===== src/rtl/rxs_pkg.sv =====
// Package: shared types for the receive synchronization controller.
// Assumes: three legal receive states; any other encoding is illegal.
package rxs_pkg;
    typedef enum logic [1:0] {
        RXS_WAIT  = 2'b00,  // out of sync, waiting for a line pause
        RXS_READY = 2'b01,  // out of sync, pause seen, next telegram accepted
        RXS_SYNC  = 2'b10   // synchronized
    } rxs_state_t;
endpackage


===== src/rtl/rxs_err_merge.sv =====
// Module: merges the per-cause frame error flags into one flag.
// Assumes: flags are valid in the cycle frame_done is high.
module rxs_err_merge #(
    parameter int ERR_W = 5
) (
    input  logic [ERR_W-1:0] err_in,
    output logic             any_err
);
    logic [ERR_W:0] chain;

    assign chain[0] = 1'b0;
    generate
        for (genvar i = 0; i < ERR_W; i++) begin : g_or
            assign chain[i+1] = chain[i] | err_in[i];
        end
    endgenerate
    assign any_err = chain[ERR_W];
endmodule


===== src/rtl/rxs_sync_fsm.sv =====
// Module: synchronization state machine and receive strobe register.
// Assumes: frame_done is a single-cycle pulse; illegal states fall back to WAIT.
module rxs_sync_fsm
    import rxs_pkg::*;
(
    input  logic       clk,
    input  logic       rst_n,
    input  logic       frame_done,
    input  logic       any_err,
    input  logic       line_pause,
    output logic       strobe,
    output logic       sync_flag,
    output rxs_state_t state
);
    rxs_state_t nxt;
    logic       accept;

    assign accept = (state == RXS_READY) || (state == RXS_SYNC);

    // Next-state decision from the current state, telegram and pause.
    always_comb begin
        nxt = state;
        case (state)
            RXS_WAIT:  if (line_pause) nxt = RXS_READY;
            RXS_READY: if (frame_done) nxt = any_err ? RXS_WAIT : RXS_SYNC;
            RXS_SYNC:  if (frame_done && any_err) nxt = RXS_WAIT;
            default:   nxt = RXS_WAIT;
        endcase
    end

    // State, strobe and sync flag registers.
    always_ff @(posedge clk) begin
        if (!rst_n) begin
            state     <= RXS_WAIT;
            strobe    <= 1'b0;
            sync_flag <= 1'b0;
        end else begin
            state     <= nxt;
            strobe    <= frame_done && !any_err && accept;
            sync_flag <= (nxt == RXS_SYNC);
        end
    end
endmodule


===== src/rtl/rxs_tx_gate.sv =====
// Module: transmitter enable control; the strobe of a telegram for this
// slave switches the enable on, a finished answer switches it off.
// Assumes: rx_addr is valid in the cycle frame_done is high.
module rxs_tx_gate #(
    parameter int ADDR_W = 5
) (
    input  logic              clk,
    input  logic              rst_n,
    input  logic              frame_done,
    input  logic [ADDR_W-1:0] rx_addr,
    input  logic [ADDR_W-1:0] own_addr,
    input  logic              strobe,
    input  logic              answer_done,
    output logic              tx_en
);
    logic hit_q;

    // Address match captured alongside the telegram end.
    always_ff @(posedge clk) begin
        if (!rst_n)          hit_q <= 1'b0;
        else if (frame_done) hit_q <= (rx_addr == own_addr);
    end

    // Enable register: a set from the strobe wins over a clear.
    always_ff @(posedge clk) begin
        if (!rst_n)               tx_en <= 1'b0;
        else if (strobe && hit_q) tx_en <= 1'b1;
        else if (answer_done)     tx_en <= 1'b0;
    end
endmodule


===== src/rtl/rx_sync_ctrl.sv =====
// Module: top of the telegram receive synchronization controller.
// Assumes: synchronous active-low reset; all inputs synchronous to clk.
module rx_sync_ctrl #(
    parameter int ERR_W  = 5,
    parameter int ADDR_W = 5
) (
    input  logic              clk,
    input  logic              rst_n,
    input  logic              frame_done,
    input  logic [ERR_W-1:0]  frame_err,
    input  logic              line_pause,
    input  logic [ADDR_W-1:0] rx_addr,
    input  logic [ADDR_W-1:0] own_addr,
    input  logic              answer_done,
    output logic              rx_strobe,
    output logic              in_sync,
    output logic              tx_en
);
    import rxs_pkg::*;

    logic       any_err;
    rxs_state_t cur_st;

    rxs_err_merge #(.ERR_W(ERR_W)) u_err (
        .err_in  (frame_err),
        .any_err (any_err)
    );

    rxs_sync_fsm u_fsm (
        .clk        (clk),
        .rst_n      (rst_n),
        .frame_done (frame_done),
        .any_err    (any_err),
        .line_pause (line_pause),
        .strobe     (rx_strobe),
        .sync_flag  (in_sync),
        .state      (cur_st)
    );

    rxs_tx_gate #(.ADDR_W(ADDR_W)) u_tx (
        .clk         (clk),
        .rst_n       (rst_n),
        .frame_done  (frame_done),
        .rx_addr     (rx_addr),
        .own_addr    (own_addr),
        .strobe      (rx_strobe),
        .answer_done (answer_done),
        .tx_en       (tx_en)
    );
endmodule


===== config.mk =====
export PLATFORM = sky130hd
export DESIGN_NAME = rx_sync_ctrl
export DESIGN_NICKNAME = d
export VERILOG_FILES = /design/src/rtl/rxs_pkg.sv /design/src/rtl/rxs_err_merge.sv /design/src/rtl/rxs_sync_fsm.sv /design/src/rtl/rxs_tx_gate.sv /design/src/rtl/rx_sync_ctrl.sv
export SDC_FILE = /design/constraint.sdc
export NUM_CORES = 1
export LEC_CHECK = 0
export ABC_AREA = 1
export BUFFER_PORTS_ARGS = -buffer_cell sky130_fd_sc_hd__clkbuf_2
export CAP_MARGIN = 25
export CORE_AREA = 2 2 39 41
export DETAILED_ROUTE_END_ITERATION = 7
export DIE_AREA = 0 0 41 43
export MAX_ROUTING_LAYER = met4
export SYNTH_ARGS = -nofsm -noshare
export SYNTH_HDL_FRONTEND = slang
export SYNTH_SLANG_ARGS = --single-unit

===== constraint.sdc =====
create_clock -name clk -period 1.3 [get_ports clk]
set_input_delay 0.13 -clock clk [delete_from_list [all_inputs] [get_ports clk]]
set_output_delay 0.13 -clock clk [all_outputs]
set_load 0.01 [all_outputs]

# Word level (Yosys, flattened, before mapping)

Cells that the tools add are included.

Bits in registers: 6
Output and inout port bits: 3

Equality and inequality tests: 4
Mux-type cells: 7
Bitwise gates (word level): 4
Reduce and logical (&&, ||, !) cells: 8

Operator list:

| kind                 | count |
|---|---|
| $mux W2              | 4 |
| $pmux W2 S3          | 1 |
| $eq A5 B5 Y1         | 1 |
| $eq A2 B2 Y1 const B | 2 |
| $logic_and A1 B1 Y1  | 4 |
| $or A1 B1 Y1         | 4 |
| $eq A2 B1 Y1 const B | 1 |
| $logic_not A2 Y1     | 1 |
| $mux W1              | 2 |
| $reduce_bool A2 Y1   | 1 |
| $logic_not A1 Y1     | 1 |
| $logic_or A1 B1 Y1   | 1 |

# Longest topological paths before layout

Depth in word-level cells: 8
Mapped depth: 8

# Modules after synthesis

Synthesis repeated with hierarchy kept, for this count alone.

Cell total of the unflattened synthesis: 74
Area, all modules: 449.2 um^2

By module, submodules not included:

| module        | instances | cells an instance | area an instance (um^2) | sequential area each (um^2) |
|---|---|---|---|---|
| rxs_sync_fsm  | 1         | 32                | 247.7                   | 80.1 |
| rxs_tx_gate   | 1         | 38                | 185.2                   | 40.0 |
| rxs_err_merge | 1         | 4                 | 16.3                    | 0.0 |

# Least setup slack after synthesis

Ideal clock, no wire load.

Path type: register to register
From: register u_fsm.state[1]
To: register u_fsm.state[1]
Data arrival time: 0.999 ns
Path slack: 0.191 ns
Stages on the path, launching flop included: 9
Period minus slack after synthesis: 1.109 ns
Path through: dfxtp_1 clkinv_1 ha_1 nor2_1 a21oi_1 nand2_1 nand2_1 nand2_2 inv_1

Cells in the longest elaborated chain, start to end: 2
Elaborated cells between the ends (all ways): 7
Those cells by class: eq/ne (2); mux (4); reduce/logical (1)

Ends and longest elaborated chain:

| what                                 | line               | RTL |
|---|---|---|
| from (decl)                          | rxs_sync_fsm.sv:13 | `output rxs_state_t state` |
| from (signal assigned)               | rxs_sync_fsm.sv:38 | `state <= nxt;` |
| $eq A2 B2 Y1 (tied with other cells) | rxs_sync_fsm.sv:23 | `case (state)` |
| $pmux W2 S3 *                        | rxs_sync_fsm.sv:23 |  |

Mark *: on every way between the ends. The rest lies on a longest branch, timed or not.
A chain may end at the register's enable or synchronous reset.

# Worst setup path in the final report

From: register u_fsm.state[0]
To: register u_fsm.state[1]

Cells in the longest elaborated chain, start to end: 2
Elaborated cells between the ends (all ways): 4
Those cells by class: eq/ne (2); mux (1); reduce/logical (1)

Ends and longest elaborated chain:

| what                                 | line |
|---|---|
| $eq A2 B2 Y1 (tied with other cells) | rxs_sync_fsm.sv:23 |
| $pmux W2 S3 *                        | rxs_sync_fsm.sv:23 |

Marks and branches as above.

==> results.sh <==
export IMPL_clk_latency_ps=240
export IMPL_cts_sinks=6
export IMPL_drc=0
export IMPL_maxClockFrequency_mhz=847
export IMPL_slew_headroom=0.843
export IMPL_p_clk_frac=0.379
export IMPL_required_ps=1440
export IMPL_avgSynthCellArea_um2=6.26
export IMPL_initial_core_util=0.298
export IMPL_mostFrequentLayoutCells="22 x clkbuf_2, 17 x nand2_1, 12 x inv_1, 12 x nor2_1, 6 x dfxtp_1"
export IMPL_grt_pass1_vias=406
export IMPL_highest_layer="met4"
export IMPL_wl_met2_um=375
export IMPL_die_h_um=43
export IMPL_cts_tree="built"
export IMPL_synth_yosys_warnings=0
export IMPL_hpwl_um=685
export IMPL_syn_inst=66
export IMPL_cts_buffers=3
export IMPL_clkTransAtPathRegs_ps=50
export IMPL_min_period_ps=1180
export IMPL_cp_cell_sequence="inv_1 > ha_1 > nor2_1 > a21oi_1 > nand2_1 > nand2_1 > nand2_2 > inv_1"
export IMPL_crit_family="flip-flops"
export IMPL_via_per_inst=4.32
export IMPL_setup_tns_ps=0
export IMPL_routed_wl_um=785
export IMPL_ant_nets=0
export IMPL_pwr_share_comb=0.195
export IMPL_track_usage=0.116
export IMPL_die_width_um=41
export IMPL_critPathCaptureType="flip-flop"
export IMPL_worst_pin_slew_ps=232
export IMPL_wl_met3_um=50
export IMPL_gp_congestion=0.875
export IMPL_ir_drop_v=0.000302
export IMPL_portBuffers=22
export IMPL_drtIter0Drc=10
export IMPL_seq_area_frac_synth=0.291
export IMPL_path_buf_inv=2
export IMPL_vias=462
export IMPL_hold_ws_ps=137
export IMPL_slowest_delay_ps=360
export IMPL_maxCapViolations=0
export IMPL_ys_seq_elements=6
export IMPL_critPathSlowestCell="dfxtp_1"
export IMPL_rsz0062_at_grt="false"
export IMPL_grt_start_max_net_pins=7
export IMPL_diodes=0
export IMPL_htree_levels=1
export IMPL_seqPwrFrac=0.426
export IMPL_post_route_cell_area_um2=566
export IMPL_hold_buffers=0
export IMPL_finalMaxSlewViolations=0
export IMPL_synth_cell_types=15
export IMPL_nFillCells=157
export IMPL_p_per_area_nw_per_um2=803
export IMPL_p_int_mw=0.338
export IMPL_fin_skew_ps=5.68
export IMPL_layout_area_overhead_vs_synth_pct=37.0
export IMPL_swShare=0.256
export IMPL_layout_drive_gt1_share=0.319
export IMPL_clockBufferDepth=2
export IMPL_rows=14
export IMPL_setup_viol=0
export IMPL_core_area_um2=1380
export IMPL_switchingPower_mw=0.116
export IMPL_cp_arrival_ps=1320
export IMPL_layout_commonest_cell="clkbuf_2"
export IMPL_dp_cells=104
export IMPL_die_area_um2=1760
export IMPL_hold_violations=0
export IMPL_hold_path_class="in -> reg"
export IMPL_status="finished, final reports clean"
export IMPL_start_kind="flip-flop"
export IMPL_first_pass_iters=4
export IMPL_antenna_found_initial=0
export IMPL_layout_nets=117
export IMPL_m1WireLength_um=351
export IMPL_wl_per_cell_um=7.34
export IMPL_grt_pass1_wl_um=1370
export IMPL_grt_overflow=0
export IMPL_root_buffer="clkbuf_4"
export IMPL_io_pins=23
export IMPL_path_max_fanout=4
export IMPL_post_route_period_util=0.908
export IMPL_dpl_cell_area_um2=543
export IMPL_power_leakage_nw=0.341
export IMPL_syn_nets=90
export IMPL_synth_cell_area_um2=413
export IMPL_fin_cells=107
export IMPL_p_total_mw=0.454
export IMPL_worstSetupPathType="reg -> reg"
-- path summary, 6_finish.rpt --
| check | startpoint | endpoint | slack [ps] | cells past startpoint |
|---|---|---|---|---|
| setup reg to reg | u_fsm.state[0]$_SDFF_PN0_ | u_fsm.state[1]$_SDFF_PN0_ | 120 | 8 |
| hold / removal | answer_done | u_tx.tx_en$_SDFFE_PN0P_ | 140 | 4 |
| setup / recovery | u_fsm.state[0]$_SDFF_PN0_ | u_fsm.state[1]$_SDFF_PN0_ | 120 | 8 |
| hold reg to reg | u_tx.tx_en$_SDFFE_PN0P_ | u_tx.tx_en$_SDFFE_PN0P_ | 460 | 2 |
-- layer usage --
| layer | vias to the layer above | track usage |
|---|---|---|
| met5 | - | - |
| met4 | 0 | 0.0800 |
| met3 | 2 | 0.0157 |
| met2 | 16 | 0.169 |
| met1 | 196 | 0.140 |
| li1 | 248 | - |
-- stage by stage --
stage	setup WS, ps	utilization
after floorplan	191	-
after global placement	76.7	0.392
after detailed placement	67.5	0.392
after CTS	60.8	0.409
after global routing	6.09	0.409
final	119	0.409
-- worst reg2reg max path: stages, from the launching register on --
cell,delay (ps)
dfxtp_1,360
inv_1,90
ha_1,220
nor2_1,140
a21oi_1,50
nand2_1,70
nand2_1,60
nand2_2,60
inv_1,40
-- what timing repair did --
action                     4_1_cts  5_1_grt
gates resized for setup          0        1
setup endpoints to repair        0        3
hold endpoints to repair         0        0
buffers inserted                 0        0
-- kinds of logic (layout without fill, tap and decap cells) --
kind of cell               after synthesis  in the layout  share of synthesized area
xor gates and xnor gates                 1              1                     0.0212
DFF                                      6              6                      0.291
buffers and inverters                   13             38                      0.118
adders and majority gates                4              4                      0.121
AOI/OAI and AO/OA                        6              6                     0.0788
and+or+nand+nor                         36             36                      0.370
-- sequential cells by signal, summed over array words and instances, names as in the netlist --
signal           flops
u_fsm.state          2
u_fsm.strobe         1
u_fsm.sync_flag      1
u_tx.hit_q           1
u_tx.tx_en           1
-- cells in the mapped netlist --
master	count	area, µm²
clkinv_1	1	3.75
nor2_4	1	11.3
ha_1	4	50.1
nand2_2	1	6.26
xnor2_1	1	8.76
nand3_1	3	15.0
dfxtp_1	6	120
inv_1	12	45.0
nor2_2	1	6.26
o21ai_0	2	10.0
a21boi_1	1	7.51
a21oi_1	3	15.0
nor3_1	1	5.00
nand2_1	17	63.8
nor2_1	12	45.0
-- area by class of cell --
type | count | area [µm²] | area share
clock buffer | 3 | 22.5 | 0.0398
inverter | 13 | 48.8 | 0.0863
multi-input combinational | 47 | 244 | 0.431
sequential | 6 | 120 | 0.212
tap | 16 | 20.0 | 0.0354
timing repair buffer | 22 | 110 | 0.195
-- power by group through the flow --
stage	sequential, mW	combinational (mW)	clock, mW
finish	0.194	0.0888	0.172
floorplan	0.197	0.0482	0
detailed placement	0.197	0.0891	0
global route	0.194	0.105	0.184
CTS	0.194	0.0897	0.176
global placement	0.197	0.0874	0
(Power assumes the default switching activity.)
